===== src/rtl/kmi_pkg.sv =====
// Package: shared constants, the read selector type and the identification table.
// Assumes byte addressing with 32-bit words, and a 4 KB window whose top
// 32 bytes hold the identification words.
package kmi_pkg;

    localparam int unsigned BYTE_W   = 8;
    localparam int unsigned ID_WORDS = 8;

    // Byte offsets of the registers (the behaviour depends on these)
    localparam int unsigned OFF_CTRL  = 'h000;
    localparam int unsigned OFF_STAT  = 'h004;
    localparam int unsigned OFF_DATA  = 'h008;
    localparam int unsigned OFF_CDIV  = 'h00C;
    localparam int unsigned OFF_ISTAT = 'h010;

    // Bit positions in the status word
    localparam int unsigned ST_TX_EMPTY = 6;
    localparam int unsigned ST_RX_FULL  = 4;
    localparam int unsigned ST_PARITY   = 2;

    // Bit positions in the control word
    localparam int unsigned CR_FORCE_IRQ = 3;
    localparam int unsigned CR_RX_IRQ_EN = 4;

    typedef enum logic [2:0] {
        SEL_NONE,
        SEL_CTRL,
        SEL_STAT,
        SEL_DATA,
        SEL_CDIV,
        SEL_ISTAT,
        SEL_ID
    } reg_sel_e;

    // Identification byte for word k of the top window
    function automatic logic [BYTE_W-1:0] id_byte(input logic [2:0] k);
        case (k)
            3'd0:    id_byte = 8'h50;
            3'd1:    id_byte = 8'h10;
            3'd2:    id_byte = 8'h04;
            3'd3:    id_byte = 8'h00;
            3'd4:    id_byte = 8'h0D;
            3'd5:    id_byte = 8'hF0;
            3'd6:    id_byte = 8'h05;
            default: id_byte = 8'hB1;
        endcase
    endfunction

endpackage


===== src/rtl/kmi_addr_decode.sv =====
// Address decoder: maps a byte address to a register selector and an
// identification word index.
// Assumes the registers match on the exact byte address, and that the
// identification area is the top 32 bytes of the window.
module kmi_addr_decode
    import kmi_pkg::*;
#(
    parameter int unsigned ADDR_W = 12
) (
    input  logic [ADDR_W-1:0] addr,
    output reg_sel_e          sel,
    output logic [2:0]        id_idx
);

    localparam int unsigned ID_BASE = (1 << ADDR_W) - 4 * ID_WORDS;

    // Purpose: choose the register the address names
    always_comb begin
        id_idx = addr[4:2];
        if (addr >= ADDR_W'(ID_BASE)) begin
            sel = SEL_ID;
        end else begin
            case (addr)
                ADDR_W'(OFF_CTRL):  sel = SEL_CTRL;
                ADDR_W'(OFF_STAT):  sel = SEL_STAT;
                ADDR_W'(OFF_DATA):  sel = SEL_DATA;
                ADDR_W'(OFF_CDIV):  sel = SEL_CDIV;
                ADDR_W'(OFF_ISTAT): sel = SEL_ISTAT;
                default:            sel = SEL_NONE;
            endcase
        end
    end

endmodule


===== src/rtl/kmi_rx_hold.sv =====
// Receive holder: keeps the incoming byte and its pending flag, and keeps the
// last byte delivered to software together with that byte's parity.
// Assumes rx_valid is a one-cycle pulse. A byte arriving while one is
// already pending replaces it. An arrival wins over a pop in the same cycle.
module kmi_rx_hold
    import kmi_pkg::*;
(
    input  logic              clk,
    input  logic              rst_n,
    input  logic              rx_valid,
    input  logic [BYTE_W-1:0] rx_byte,
    input  logic              pop,
    output logic              pending,
    output logic [BYTE_W-1:0] read_byte,
    output logic              last_parity
);

    logic [BYTE_W-1:0] hold_q;
    logic [BYTE_W-1:0] last_q;
    logic              pend_q;

    // Purpose: capture arrivals and clear the flag on a pop
    always_ff @(posedge clk) begin
        if (!rst_n) begin
            hold_q <= '0;
            pend_q <= 1'b0;
        end else if (rx_valid) begin
            hold_q <= rx_byte;
            pend_q <= 1'b1;
        end else if (pop) begin
            pend_q <= 1'b0;
        end
    end

    // Purpose: remember the byte handed out by a popping read
    always_ff @(posedge clk) begin
        if (!rst_n) begin
            last_q <= '0;
        end else if (pop && pend_q) begin
            last_q <= hold_q;
        end
    end

    // Purpose: present the byte a data read would return now
    always_comb begin
        read_byte   = pend_q ? hold_q : last_q;
        last_parity = ^last_q;
        pending     = pend_q;
    end

endmodule


===== src/rtl/kmi_irq_gen.sv =====
// Interrupt combiner: produces the level interrupt from the pending flag and
// the two interrupt bits of the control word.
// Assumes all inputs are register outputs, so irq is free of glitches.
module kmi_irq_gen (
    input  logic rx_irq_en,
    input  logic force_irq,
    input  logic pending,
    output logic irq
);

    // Purpose: combine the enabled receive source with the forcing bit
    always_comb begin
        irq = force_irq | (rx_irq_en & pending);
    end

endmodule


===== src/rtl/kmi_regfile.sv =====
// Register front end for a keyboard/mouse serial port. It decodes bus reads
// and writes, holds the control and clock-divider words, forms the read data
// and issues transmit bytes.
// Assumes single-cycle bus strobes, reads answered combinationally in the
// strobe cycle, and side effects taken at the following clock edge.
module kmi_regfile
    import kmi_pkg::*;
#(
    parameter int unsigned ADDR_W = 12,
    parameter int unsigned DATA_W = 32
) (
    input  logic              clk,
    input  logic              rst_n,
    input  logic [ADDR_W-1:0] bus_addr,
    input  logic              bus_wr,
    input  logic              bus_rd,
    input  logic [DATA_W-1:0] bus_wdata,
    output logic [DATA_W-1:0] bus_rdata,
    input  logic              rx_valid,
    input  logic [BYTE_W-1:0] rx_byte,
    output logic              tx_strobe,
    output logic [BYTE_W-1:0] tx_byte,
    output logic              irq
);

    reg_sel_e          sel;
    logic [2:0]        id_idx;
    logic [DATA_W-1:0] ctrl_q;
    logic [DATA_W-1:0] cdiv_q;
    logic              rx_pending;
    logic [BYTE_W-1:0] rx_read_byte;
    logic              rx_parity;
    logic              data_pop;

    kmi_addr_decode #(
        .ADDR_W (ADDR_W)
    ) u_decode (
        .addr   (bus_addr),
        .sel    (sel),
        .id_idx (id_idx)
    );

    // Purpose: a data-port read consumes a pending byte
    always_comb begin
        data_pop = bus_rd && (sel == SEL_DATA);
    end

    kmi_rx_hold u_rx (
        .clk         (clk),
        .rst_n       (rst_n),
        .rx_valid    (rx_valid),
        .rx_byte     (rx_byte),
        .pop         (data_pop),
        .pending     (rx_pending),
        .read_byte   (rx_read_byte),
        .last_parity (rx_parity)
    );

    kmi_irq_gen u_irq (
        .rx_irq_en (ctrl_q[CR_RX_IRQ_EN]),
        .force_irq (ctrl_q[CR_FORCE_IRQ]),
        .pending   (rx_pending),
        .irq       (irq)
    );

    // Purpose: store the control and clock-divider words
    always_ff @(posedge clk) begin
        if (!rst_n) begin
            ctrl_q <= '0;
            cdiv_q <= '0;
        end else if (bus_wr) begin
            if (sel == SEL_CTRL) ctrl_q <= bus_wdata;
            if (sel == SEL_CDIV) cdiv_q <= bus_wdata;
        end
    end

    // Purpose: turn a data-port write into a one-cycle transmit strobe
    always_ff @(posedge clk) begin
        if (!rst_n) begin
            tx_strobe <= 1'b0;
            tx_byte   <= '0;
        end else begin
            tx_strobe <= bus_wr && (sel == SEL_DATA);
            if (bus_wr && (sel == SEL_DATA)) tx_byte <= bus_wdata[BYTE_W-1:0];
        end
    end

    // Purpose: form the read data for the selected register
    always_comb begin
        bus_rdata = '0;
        if (bus_rd) begin
            case (sel)
                SEL_CTRL: bus_rdata = ctrl_q;
                SEL_STAT: begin
                    bus_rdata[ST_TX_EMPTY] = 1'b1;
                    bus_rdata[ST_RX_FULL]  = rx_pending;
                    bus_rdata[ST_PARITY]   = rx_parity;
                end
                SEL_DATA:  bus_rdata[BYTE_W-1:0] = rx_read_byte;
                SEL_CDIV:  bus_rdata = cdiv_q;
                SEL_ISTAT: bus_rdata[1:0] = {1'b1, rx_pending};
                SEL_ID:    bus_rdata[BYTE_W-1:0] = id_byte(id_idx);
                default:   bus_rdata = '0;
            endcase
        end
    end

endmodule


===== config.mk =====
export PLATFORM = sky130hd
export DESIGN_NAME = kmi_regfile
export DESIGN_NICKNAME = d
export VERILOG_FILES = /design/src/rtl/kmi_pkg.sv /design/src/rtl/kmi_addr_decode.sv /design/src/rtl/kmi_rx_hold.sv /design/src/rtl/kmi_irq_gen.sv /design/src/rtl/kmi_regfile.sv
export SDC_FILE = /design/constraint.sdc
export NUM_CORES = 1
export LEC_CHECK = 0
export BUFFER_PORTS_ARGS = -buffer_cell sky130_fd_sc_hd__buf_2
export CAP_MARGIN = 20
export CORE_ASPECT_RATIO = 0.5
export CORE_MARGIN = 2
export CORE_UTILIZATION = 58
export DETAILED_ROUTE_END_ITERATION = 10
export PLACE_DENSITY = 0.87
export SETUP_SLACK_MARGIN = 0.2
export SLEW_MARGIN = 25
export SYNTH_ARGS = -nofsm -noshare
export SYNTH_HDL_FRONTEND = slang
export SYNTH_SLANG_ARGS = --single-unit

===== constraint.sdc =====
create_clock -name clk -period 3.9 [get_ports clk]
set_input_delay 0.39 -clock clk [delete_from_list [all_inputs] [get_ports clk]]
set_output_delay 0.39 -clock clk [all_outputs]
set_load 0.01 [all_outputs]

Word-level counts from Yosys, hierarchy flattened:

Index checks and enable logic that the tools add are counted.
Widths: inputs -> output; s select.

* output and inout port bits: 42
* input bits: 57
* register bits after elaboration: 90
* word-level logic and storage cells: 50

* bitwise operators: 2
* magnitude comparators: 1
* multiplexer cells: 15
* equality and inequality tests: 16
* reduce and logical (&&, ||, !) cells: 9

Operator list (count)
* $pmux 8 s7: 1
* $pmux 24 s2: 1
* $mux 32: 1
* $eq 12x4->1 const B: 2
* $eq 3x3->1 const B: 6
* $pmux 1 s5: 3
* $pmux 3 s5: 1
* $eq 12x3->1 const B: 1
* $eq 12x5->1 const B: 1
* $eq 3x2->1 const B: 4
* $ge 12x12->1 const B: 1
* $logic_not 12->1: 1
* $pmux 1 s4: 3
* $pmux 2 s5: 1
* $mux 8: 1
* $reduce_xor 8->1: 1
* $eq 3x1->1 const B: 2
* $reduce_and 2->1: 2
* $logic_and 1x1->1: 3
* $logic_not 3->1: 1
* $mux 3: 1
* $mux 1: 2
* $reduce_bool 2->1: 1
* $and 1x1->1: 1
* $or 1x1->1: 1

Longest topological paths before layout:

Gate-level depths: netlist of run 1.

* depth in word-level cells: 7
* mapped depth: 7
* depth with buffers taken out: 4

Hierarchy:

A second synthesis of run 1 with hierarchy kept.

* cells, all modules: 536
* area total of the unflattened synthesis: 4395.5 um^2

Modules (own cells, without submodules)
* kmi_regfile: cells an instance 439, sequential area each 1461.4 um^2, area each 3462.1 um^2, instances 1
* kmi_rx_hold: cells an instance 80, sequential area each 340.3 um^2, area each 805.8 um^2, instances 1
* kmi_addr_decode: cells an instance 16, sequential area each 0.0 um^2, area each 120.1 um^2, instances 1
* kmi_irq_gen: cells an instance 1, sequential area each 0.0 um^2, area each 7.5 um^2, instances 1

Worst setup path after synthesis of run 1:

Ideal clock, no wire load.

* kind: input to output
* start point: in bus_addr[9]
* end point: out bus_rdata[1]
* data arrival time: 1.911 ns
* data required time: 3.510 ns
* slack: 1.599 ns
* stages on the path: 6
* path buffers: 2
* cells stage by stage: or2_1 clkdlybuf4s15_1 nor4_4 buf_2 nand3_1 a21oi_1

* cells in the longest elaborated chain, start to end: 6
* elaborated cells between the ends (all ways): 15
* those cells by class: order compare: 1; eq/ne: 9; mux: 4; reduce/logical: 1

RTL lines
* from (decl): line kmi_regfile.sv:14 `input logic [ADDR_W-1:0] bus_addr,`
* parallel branches: the longest is 2 deep, another holds $ge 12x12->1
* $mux 3 (*): line kmi_addr_decode.sv:20 `if (addr >= ADDR_W'(ID_BASE)) begin`
* $eq 3x3->1, or another cell as far along: line kmi_regfile.sv:92 `case (sel)`
* $pmux 2 s5 (*): line kmi_regfile.sv:92
* $mux 32 (*): line kmi_regfile.sv:91 `if (bus_rd) begin`
* to (decl): line kmi_regfile.sv:18 `output logic [DATA_W-1:0] bus_rdata,`

Every way passes the cells marked *.

Worst setup path in the final report of run 1:

* start point: reg u_rx.pend_q, in the netlist u_rx.pending
* end point: out bus_rdata[0]

* cells in the longest elaborated chain, start to end: 3

RTL lines
* from (decl): line kmi_rx_hold.sv:20 `logic pend_q;`
* from (signal assigned): line kmi_rx_hold.sv:26 `pend_q <= 1'b0;`
* from (signal assigned): line kmi_rx_hold.sv:29 `pend_q <= 1'b1;`
* from (signal assigned): line kmi_rx_hold.sv:31 `pend_q <= 1'b0;`
* $mux 8: line kmi_rx_hold.sv:46 `read_byte = pend_q ? hold_q : last_q;`
* $pmux 2 s5 (*): line kmi_regfile.sv:92
* $mux 32 (*): line kmi_regfile.sv:91

Mark *: on every way between the ends. The rest lies on a longest branch, timed or not.

==> results of run 1 <==
==> metrics by stage <==
stage,util (%),total power [mW],hold WS (ps)
finish,70.2,1.99,278
global route,70.2,2.04,277
CTS,70.2,1.99,279
detailed placement,65.8,1.07,444
global placement,65.8,1.07,438
floorplan,-,1.02,427
==> worst max-delay path: stages, from the launching register on <==
cell      delay, ps
dfxtp_1         830
inv_1           340
a211oi_1        330
o21ai_1          90
a31oi_1         180
buf_2           160
==> cell usage after synthesis, types with 2 or more instances <==
cell / number / share of area, %
inv_1: 4 / 0.34
nor2b_1: 2 / 0.29
nor4_1: 4 / 0.57
a22o_1: 24 / 4.8
xnor2_1: 5 / 1.0
and3_1: 25 / 3.6
o21ai_0: 10 / 1.1
nor3_1: 2 / 0.23
nor2_1: 47 / 4.0
a32oi_1: 2 / 0.40
buf_6: 4 / 1.0
dfxtp_1: 90 / 41
mux2i_1: 54 / 12
clkbuf_1: 37 / 3.2
o22ai_1: 2 / 0.29
o21ai_1: 6 / 0.69
nand4_1: 11 / 1.6
nand3_1: 10 / 1.1
nor4_4: 3 / 1.5
and4_1: 2 / 0.40
a21oi_1: 47 / 5.4
nand2_1: 86 / 7.4
buf_2: 3 / 0.34
a31oi_1: 4 / 0.57
nand2b_1: 3 / 0.43
or3b_2: 4 / 0.80
xor2_1: 3 / 0.60
==> cell type report <==
type / instances / area [um^2] / share of cell area (%)
multi-input cells: 376 / 2320 / 45.4
flip-flops and latches: 90 / 1800 / 35.2
repair buffers: 104 / 536 / 10.5
clock buffers: 13 / 260 / 5.08
well taps: 96 / 120 / 2.35
clock inverters: 2 / 60.1 / 1.17
inverters: 5 / 18.8 / 0.367
==> final timing paths <==
path | to | slack [ps] | cells after the start
worst max-delay path | bus_rdata[0] | 1230 | 5
worst min-delay path | u_rx.hold_q[2]$_SDFFE_PN0P_ | 280 | 3
worst max register to register | u_rx.last_q[1]$_SDFFE_PN0P_ | 2220 | 3
worst min register to register | ctrl_q[17]$_SDFFE_PN0P_ | 450 | 2
==> state kept, by name, summed over array words and instances, names as in the netlist <==
name,count
tx_strobe,1
tx_byte,8
ctrl_q,32
cdiv_q,32
u_rx.hold_q,8
u_rx.pending,1
u_rx.last_q,8
==> layer usage <==
layer	track usage, %	vias up
li1	-	1956
met1	33.5	1980
met2	45.0	164
met3	7.25	27
met4	9.20	0
met5	0	-
==> where the power goes <==
| part | internal [mW] | total (mW) | switching, mW |
|---|---|---|---|
| sequential | 0.925 | 0.934 | 0.00889 |
| combinational | 0.0412 | 0.120 | 0.0791 |
| clock | 0.593 | 0.931 | 0.338 |
==> logic make-up (layout without fill, tap and decap cells) <==
| logic type | count (synthesis) | after routing | share of synthesized area, % |
|---|---|---|---|
| muxes | 55 | 55 | 12.7 |
| AOI/OAI and AO/OA | 102 | 102 | 14.6 |
| xor gates and xnor gates | 8 | 8 | 1.61 |
| DFF | 90 | 90 | 41.4 |
| and+or+nand+nor | 211 | 211 | 24.4 |
| buffers and inverters | 51 | 124 | 5.40 |
==> impl_metrics.tcl, run 1 <==
set metrics [dict create \
    ioPinCount 99 \
    dr.pass1.iters 6 \
    dp.cells 671 \
    cap_violations 0 \
    synth_area_um2 4360 \
    slew_headroom_pct 34.8 \
    vias_per_cell 6.02 \
    final_cell_area_um2 5120 \
    yosysWarningCount 0 \
    preCtsSetupSlack_ps 1310 \
    ir_drop_mv 0.246 \
    hpwl_um 7080 \
    maxUsedRoutingLayer "met4" \
    placed_cell_area_um2 4800 \
    drt_wl_total_um 10900 \
    layout-drive-gt1-share_pct 21.9 \
    die_w_um 127 \
    layout_commonest_cell "buf_2" \
    initial_core_util_pct 59.7 \
    reg2reg_from "u_rx.pending$_SDFFE_PN0P_" \
    startpoint_type "flop" \
    num_antenna_cells 0 \
    synth_cells 517 \
    antenna_found_initial 0 \
    synthDistinctLibCells 50 \
    postCtsSetupBuffers 0 \
    clock_latency_ps 340 \
    drcViolationCount 0 \
    final_cells 686 \
    cp-startpoint "u_rx.pending$_SDFFE_PN0P_" \
    ant_nets 0 \
    die-area_um2 8260 \
    vias 4127 \
    cts_hold_buf 0 \
    fp.coreArea_um2 7290 \
    p_leak_nw 2.08 \
    cts_made_buffers 9 \
    synthToLayoutAreaGrowth_pct 17.5 \
    dieHeight_um 65.3 \
    worst_slack_ps 1230 \
    avgSynthCellArea_um2 8.43 \
    maxSlewViolCount 0 \
    nets 643 \
    outcome "complete, no violations" \
    drt_first_iter_violations 374 \
    grt_pass1_wl_um 17800 \
    dr_wl_met2_um 5220 \
    io_buffers 98 \
    cts-root-buf "clkbuf_16" \
    clockBufferDepth 2 \
    ys_seq_area_share_pct 41.4 \
    n_fill_cell 601 \
    min_path_type "in2reg" \
    wl_met1_um 4650 \
    crit_fanout 20 \
    async_reset_ff_share_pct 0 \
    fin_setup_tns_ps 0 \
    grt_pass1_vias 3833 \
    wl_per_cell_um 15.8 \
    end_kind "output port" \
    rsz0062_at_grt "false" \
    cts_tree "done" \
    rows 22 \
    synth-edff-count 0 \
    gp_congestion 0.886 \
    tightest_slew_ps 978 \
    finalSetupViolCount 0 \
    hold_violations 0 \
    ctsResizeCount 0 \
    synthFlopType "dfxtp_1" \
    grt_overflow 0 \
    htree_levels 3 \
    crit_type "reg2out" \
    skew_ps 1.33 \
    grt_max_degree 48 \
    power.density_nw_per_um2 388 \
    hp-start "rx_byte[2]" \
    crit_required_ps 3510 \
    ys_ff_latch 90 \
    clk_pin_slew_ps 60 \
    grt_usage_pct 26.7 \
    cts_num_sinks 90 \
    met3_length_um 742 \
    syn_nets 574 \
    crit_arrival_ps 2280 \
    layout_common_cells "buf_2, dfxtp_1, nand2_1, mux2i_1, a21oi_1" \
    fmax_ghz 0.374 \
    final.min_clock_period_ps 2670 \
    fin_crit_sh_pct 68.5 \
]
Note: power is estimated with default switching activity, not from simulation.
==> inputs of run 2 (changes only) <==
- ABC_AREA: unset -> 1
- CORE_UTILIZATION: 58 -> 49
- PLACE_DENSITY: 0.87 -> 0.78
- clock period: 3.9 -> 2.23 ns (I/O delays scaled with it)
==> run 2 against run 1 <==
Net effect: sequential share of layout area is 1.9 points lower; critical path depth is 5 higher; setup slack worse by 930 ps; first-iteration DRC count is 16% lower; final cell count is 23% higher; highest routed layer unchanged.
==> impl_metrics.tcl, run 2 <==
set metrics [dict create \
    ctsResizeCount 0 \
    cts-root-buf "clkbuf_16" \
    synthDistinctLibCells 32 \
    cts_tree "done" \
    slew_headroom_pct 61.7 \
    async_reset_ff_share_pct 0 \
    clk_pin_slew_ps 70 \
    critPathSlowestCell "buf_4" \
    nets 781 \
    seqPwrFrac_pct 50.4 \
    vias 4330 \
    fmax_ghz 0.519 \
    crit_required_ps 2010 \
    final.min_clock_period_ps 1930 \
    finalSetupViolCount 0 \
    ys_top_cells_by_count "inv_1, nand2_1, dfxtp_1" \
    die-area_um2 10200 \
    outcome "complete, no violations" \
    rsz0062_at_grt "false" \
    synth_cells 639 \
    synth_area_leaders "dfxtp_1, inv_1, nand2_1" \
    power.density_nw_per_um2 597 \
    cts_made_buffers 9 \
    drt_wl_total_um 11200 \
    ys_ff_latch 90 \
    hpwl_um 7800 \
    layout-drive-gt1-share_pct 24.3 \
    avgSynthCellArea_um2 7.17 \
    wl_per_cell_um 13.3 \
    layout_commonest_cell "inv_1" \
    end_kind "output port" \
    crit_arrival_ps 1700 \
    initial_core_util_pct 51.6 \
    num_antenna_cells 0 \
    startpoint_type "input port" \
    power.net_switching_mw 0.784 \
    critPathTopFamily "buffers and inverters" \
    crit_buf_inv 5 \
    crit_type "in2out" \
    yosysMostFrequentCell "inv_1" \
    postCtsSetupBuffers 0 \
    ioPinCount 99 \
    pwr-share-clk_pct 43.7 \
    dp.cells 830 \
    pwr-share-comb_pct 5.8 \
    die_w_um 141 \
    finalPower_mw 3.23 \
    layout_common_cells "inv_1, nand2_1, buf_2, dfxtp_1, nor2_1" \
    vias_per_cell 5.12 \
    grt_max_degree 46 \
    skew_ps 5.93 \
    grt_usage_pct 22.0 \
    gp_congestion 0.926 \
    cts_hold_buf 0 \
    hold_violations 0 \
    final_cells 846 \
    fin_setup_tns_ps 0 \
    power.internal_mw 2.45 \
    grt_pass1_wl_um 17900 \
    grt_pass1_vias 3891 \
    tightest_slew_ps 574 \
    min_path_type "in2reg" \
    syn_nets 696 \
    top_regs "cdiv_q (32), ctrl_q (32)" \
    fin_crit_sh_pct 86.4 \
    synth_area_um2 4580 \
    io_buffers 98 \
    drt_first_iter_violations 316 \
    p_leak_nw 2.47 \
    rows 24 \
    dr.pass1.iters 5 \
    drcViolationCount 0 \
    synthToLayoutAreaGrowth_pct 18.0 \
    synth_top_area_cell "dfxtp_1" \
    yosysTopAreaCellShare_pct 39.3 \
    ys_seq_area_share_pct 39.3 \
    dieHeight_um 72.4 \
    cap_violations 0 \
    cpPeakStageDelay_ps 250 \
    ant_nets 0 \
    antenna_found_initial 0 \
    crit_fanout 19 \
    synthFlopType "dfxtp_1" \
    maxSlewViolCount 0 \
    htree_levels 3 \
    ir_drop_mv 0.376 \
    synth-edff-count 0 \
    yosysWarningCount 0 \
    grt_overflow 0 \
    worstPathCellList "buf_2, nor2_1, nand2_1, inv_1, nand2_4, buf_4, o22ai_1, nand2_1, inv_1, buf_2" \
    clock_latency_ps 340 \
    fp.coreArea_um2 8890 \
    cts_num_sinks 90 \
    switching_share_pct 24.3 \
    clockBufferDepth 2 \
]
## run 2: cell types whose count changed in the layout (fill, tap and decap cells not counted), moves of 8 or more
cell / change
and3_1: -25
a22o_1: -24
nand2_1: +19
o22ai_1: +26
a211oi_2: +30
inv_1: +107
o21ai_0: +32
nor2_1: +36
nor3_1: +8
mux2i_1: -53
## run 2: cell families (layout without fill, tap and decap cells)
kind of cell           after synthesis  after routing  synth area share, %
flip-flops                          90             90                 39.3
multiplexers                         1              1                0.218
AND/OR/NAND/NOR                    233            233                 22.4
buffers and inverters              151            241                 14.0
AO/OA/AOI/OAI                      164            164                 24.1
## run 2: final timing paths
| kind | from | endpoint | slack, ps | cells past startpoint |
|---|---|---|---|---|
| setup reg to reg | u_rx.pending$_SDFFE_PN0P_ | u_rx.last_q[7]$_SDFFE_PN0P_ | 1020 | 5 |
| hold / removal | rx_byte[0] | u_rx.hold_q[0]$_SDFFE_PN0P_ | 100 | 3 |
| hold reg to reg | ctrl_q[11]$_SDFFE_PN0P_ | ctrl_q[11]$_SDFFE_PN0P_ | 450 | 2 |
| setup / recovery | bus_addr[2] | bus_rdata[29] | 300 | 10 |
## run 2: through the flow
| stage | setup WS [ps] | utilization [%] | area, um^2 | hold WS (ps) |
|---|---|---|---|---|
| after floorplan | 658 | - | 4580 | 358 |
| after global placement | 307 | 57.7 | 5130 | 439 |
| after detailed placement | 296 | 57.7 | 5130 | 445 |
| after CTS | 239 | 60.8 | 5400 | 89.7 |
| after global routing | 206 | 60.8 | 5410 | 99.2 |
| final | 304 | 60.8 | 5410 | 99.6 |
## run 2: per-layer routing
metal  wire, um  track usage (%)  up-vias
met5          0                0        -
met4        157             5.56        0
met3        656             7.13       14
met2       5270             37.7      113
met1       5150             27.2     1975
li1           -                -     2228
## run 2: cell type report
| class | count | area [um^2] |
|---|---|---|
| clock inverters | 7 | 51.3 |
| inverters | 117 | 449 |
| repair buffers | 108 | 591 |
| multi-input cells | 398 | 2140 |
| well taps | 117 | 146 |
| flip-flops and latches | 90 | 1800 |
| fillers | 833 | 3480 |
| clock buffers | 9 | 225 |
## run 2: power groups by stage
stage,combinational [mW],sequential [mW],clock [mW]
floorplan,0.0952,1.66,0
global placement,0.186,1.67,0
detailed placement,0.186,1.67,0
CTS,0.188,1.63,1.43
global route,0.209,1.63,1.51
finish,0.188,1.63,1.41
## run 2: tightest hold or removal path: stages
cell,delay [ps]
buf_2,80
nor2_1,30
nor2_1,80
==> inputs of run 3 (changes only) <==
- CORE_ASPECT_RATIO: 0.5 -> unset
- CORE_UTILIZATION: 49 -> 30
- PLACE_DENSITY: 0.78 -> 0.53
- SYNTH_HIERARCHICAL: unset -> 1
==> run 3 against run 2 <==
Net effect: via count rose by 4.5%; final cell count rose by 12%; die area grew 52%; synthesized cell count grew 2.8%; flip-flop and latch count is the same; largest power group is now clock; highest routed layer unchanged.
==> impl_metrics.tcl, run 3 <==
set metrics [dict create \
    cts_made_buffers 9 \
    rows 43 \
    preCtsSetupSlack_ps 104 \
    vias 4527 \
    avgSynthCellArea_um2 6.60 \
    layout_common_cells "nand2_1, nor2_1, buf_2, dfxtp_1, a21oi_1" \
    fin_setup_tns_ps 0 \
    synthDistinctLibCells 26 \
    ys_ff_latch 90 \
    power.density_nw_per_um2 604 \
    end_kind "output port" \
    die-area_um2 15400 \
    synth.area.mux_share_pct 0 \
    n_fill_cell 1498 \
    yosysMostFrequentCell "nand2_1" \
    cts_tree "done" \
    cpPeakStageDelay_ps 250 \
    synthFlopType "dfxtp_1" \
    io_buffers 98 \
    fin_crit_sh_pct 92.8 \
    antenna_found_initial 0 \
    dieHeight_um 124 \
    synth_area_leaders "dfxtp_1, nand2_1, nor2_1" \
    crit_type "in2out" \
    clockBufferDepth 2 \
    layout-drive-gt1-share_pct 28.3 \
    async_reset_ff_share_pct 0 \
    ant_nets 0 \
    slew_headroom_pct 59.5 \
    vias_per_cell 4.79 \
    critPathSlowestCell "nor3_4" \
    synth_cells 657 \
    worstPathCellList "buf_2, nor2_4, nand2_2, nor2_4, o21ai_2, nand2_2, inv_4, nor3_4, buf_6, buf_12, buf_6, nand2_4, a21oi_2, buf_2" \
    synth_top_family_by_area "simple AND/OR/NAND/NOR gates" \
    num_antenna_cells 0 \
    drt_first_iter_violations 253 \
    syn_nets 714 \
    crit_arrival_ps 1850 \
    clock_latency_ps 340 \
    startpoint_type "input port" \
    crit_required_ps 2010 \
    ioPinCount 99 \
    cts_hold_buf 0 \
    clk_pin_slew_ps 60 \
    synth_compound_area_share_pct 17.0 \
    synth-edff-count 0 \
    crit_fanout 6 \
    grt_pass1_wl_um 21300 \
    grt_max_degree 38 \
    ir_drop_mv 0.314 \
    ys_seq_area_share_pct 41.5 \
    cts_num_sinks 90 \
    outcome "complete, no violations" \
    layout_commonest_cell "nand2_1" \
    worst_slack_ps 162 \
    gp_congestion 0.905 \
    drt_wl_total_um 13500 \
    fp.coreArea_um2 14000 \
    hold_violations 0 \
    synth_xor_area_share_pct 0.202 \
    grt_pass1_vias 4322 \
    grt_overflow 0 \
    finalSetupViolCount 0 \
    yosysTopAreaCellShare_pct 41.5 \
    dr.pass1.iters 5 \
    wl_per_cell_um 14.3 \
    synth_fa_ha_area_share_pct 0 \
    yosysWarningCount 6 \
    synthToLayoutAreaGrowth_pct 34.6 \
    skew_ps 4.33 \
    synth_top_area_cell "dfxtp_1" \
    p_leak_nw 2.49 \
    rsz0062_at_grt "true" \
    nets 818 \
    synth_area_um2 4340 \
    min_path_type "in2reg" \
    ys_top_cells_by_count "nand2_1, nor2_1, dfxtp_1" \
    top_regs "cdiv_q (32), ctrl_q (32)" \
    synth-simple-area-share_pct 32.9 \
    htree_levels 3 \
    fmax_ghz 0.483 \
    initial_core_util_pct 31.0 \
    tightest_slew_ps 607 \
    cts-root-buf "clkbuf_16" \
    final.min_clock_period_ps 2070 \
    fin_util_pct 41.8 \
    maxSlewViolCount 0 \
    die_w_um 124 \
    drcViolationCount 0 \
    hpwl_um 9010 \
    cap_violations 0 \
    grt_usage_pct 16.6 \
]
## run 3: cell count changes after synthesis, sizes merged, moves of 8 or more
| cell | delta |
|---|---|
| inv | -80 |
| nand2 | +60 |
| nand3 | +32 |
| a211oi | -31 |
| nor2 | +29 |
| o22ai | -28 |
| a21oi | +27 |
| o21ai | +15 |
| buf | +8 |
## run 3: cell families (layout without fill, tap and decap cells)
family                    count (synthesis)  in the layout
xor gates and xnor gates                  1              1
DFF                                      90             90
buffers and inverters                    77            186
AOI/OAI and AO/OA                       145            145
and+or+nand+nor                         344            344
## run 3: critical path, delay by kind of cell
family | cells | cell delay [ps]
compound gates | 2 | 220
simple gates | 6 | 710
buf+inv | 6 | 680
## run 3: layer usage
layer  global-route usage (%)  vias up  wire length [um]
met2                     26.9      115              6330
met4                     6.48        0               212
met5                        0        -                 0
met1                     21.6     2066              6240
met3                     3.74       14               726
li1                         -     2332                 -
## run 3: cell type report
type / count / area, um^2 / share of cell area [%]
inverters: 37 / 144 / 2.46
flip-flops and latches: 90 / 1800 / 30.9
clock inverters: 7 / 101 / 1.73
repair buffers: 133 / 953 / 16.3
clock buffers: 9 / 225 / 3.86
well taps: 180 / 225 / 3.86
multi-input cells: 490 / 2390 / 40.9
## run 3: path summary, 6_finish.rpt
check                                  from                     endpoint  slack [ps]  cells after the start
hold reg to reg      cdiv_q[3]$_SDFFE_PN0P_       cdiv_q[3]$_SDFFE_PN0P_         460                      2
setup / recovery                bus_addr[6]                bus_rdata[12]         160                     14
hold / removal                   rx_byte[1]  u_rx/hold_q[1]$_SDFFE_PN0P_         110                      3
setup reg to reg  u_rx/pending$_SDFFE_PN0P_  u_rx/last_q[1]$_SDFFE_PN0P_        1120                      4
## run 3: metrics by stage
stage	power [mW]	cells	cell area, um^2	hold WS, ps
floorplan	1.77	657	4340	358
global placement	1.86	912	4990	439
detailed placement	1.86	912	4990	448
CTS	3.54	934	5430	97.9
global route	3.65	946	5840	107
finish	3.53	946	5840	111
## run 3: timing repair
action                                  4_1_cts  5_1_grt
buffers inserted                              4        9
gates resized for setup                       5       90
hold endpoints to repair                      0        0
cloned                                        2        3
endpoints found under the setup margin       25       32
pin swaps                                     1       25
## run 3: power breakdown
part | switching [mW] | internal [mW]
clock | 0.677 | 0.996
sequential | 0.0119 | 1.62
combinational | 0.142 | 0.0840
total | 0.831 | 2.70
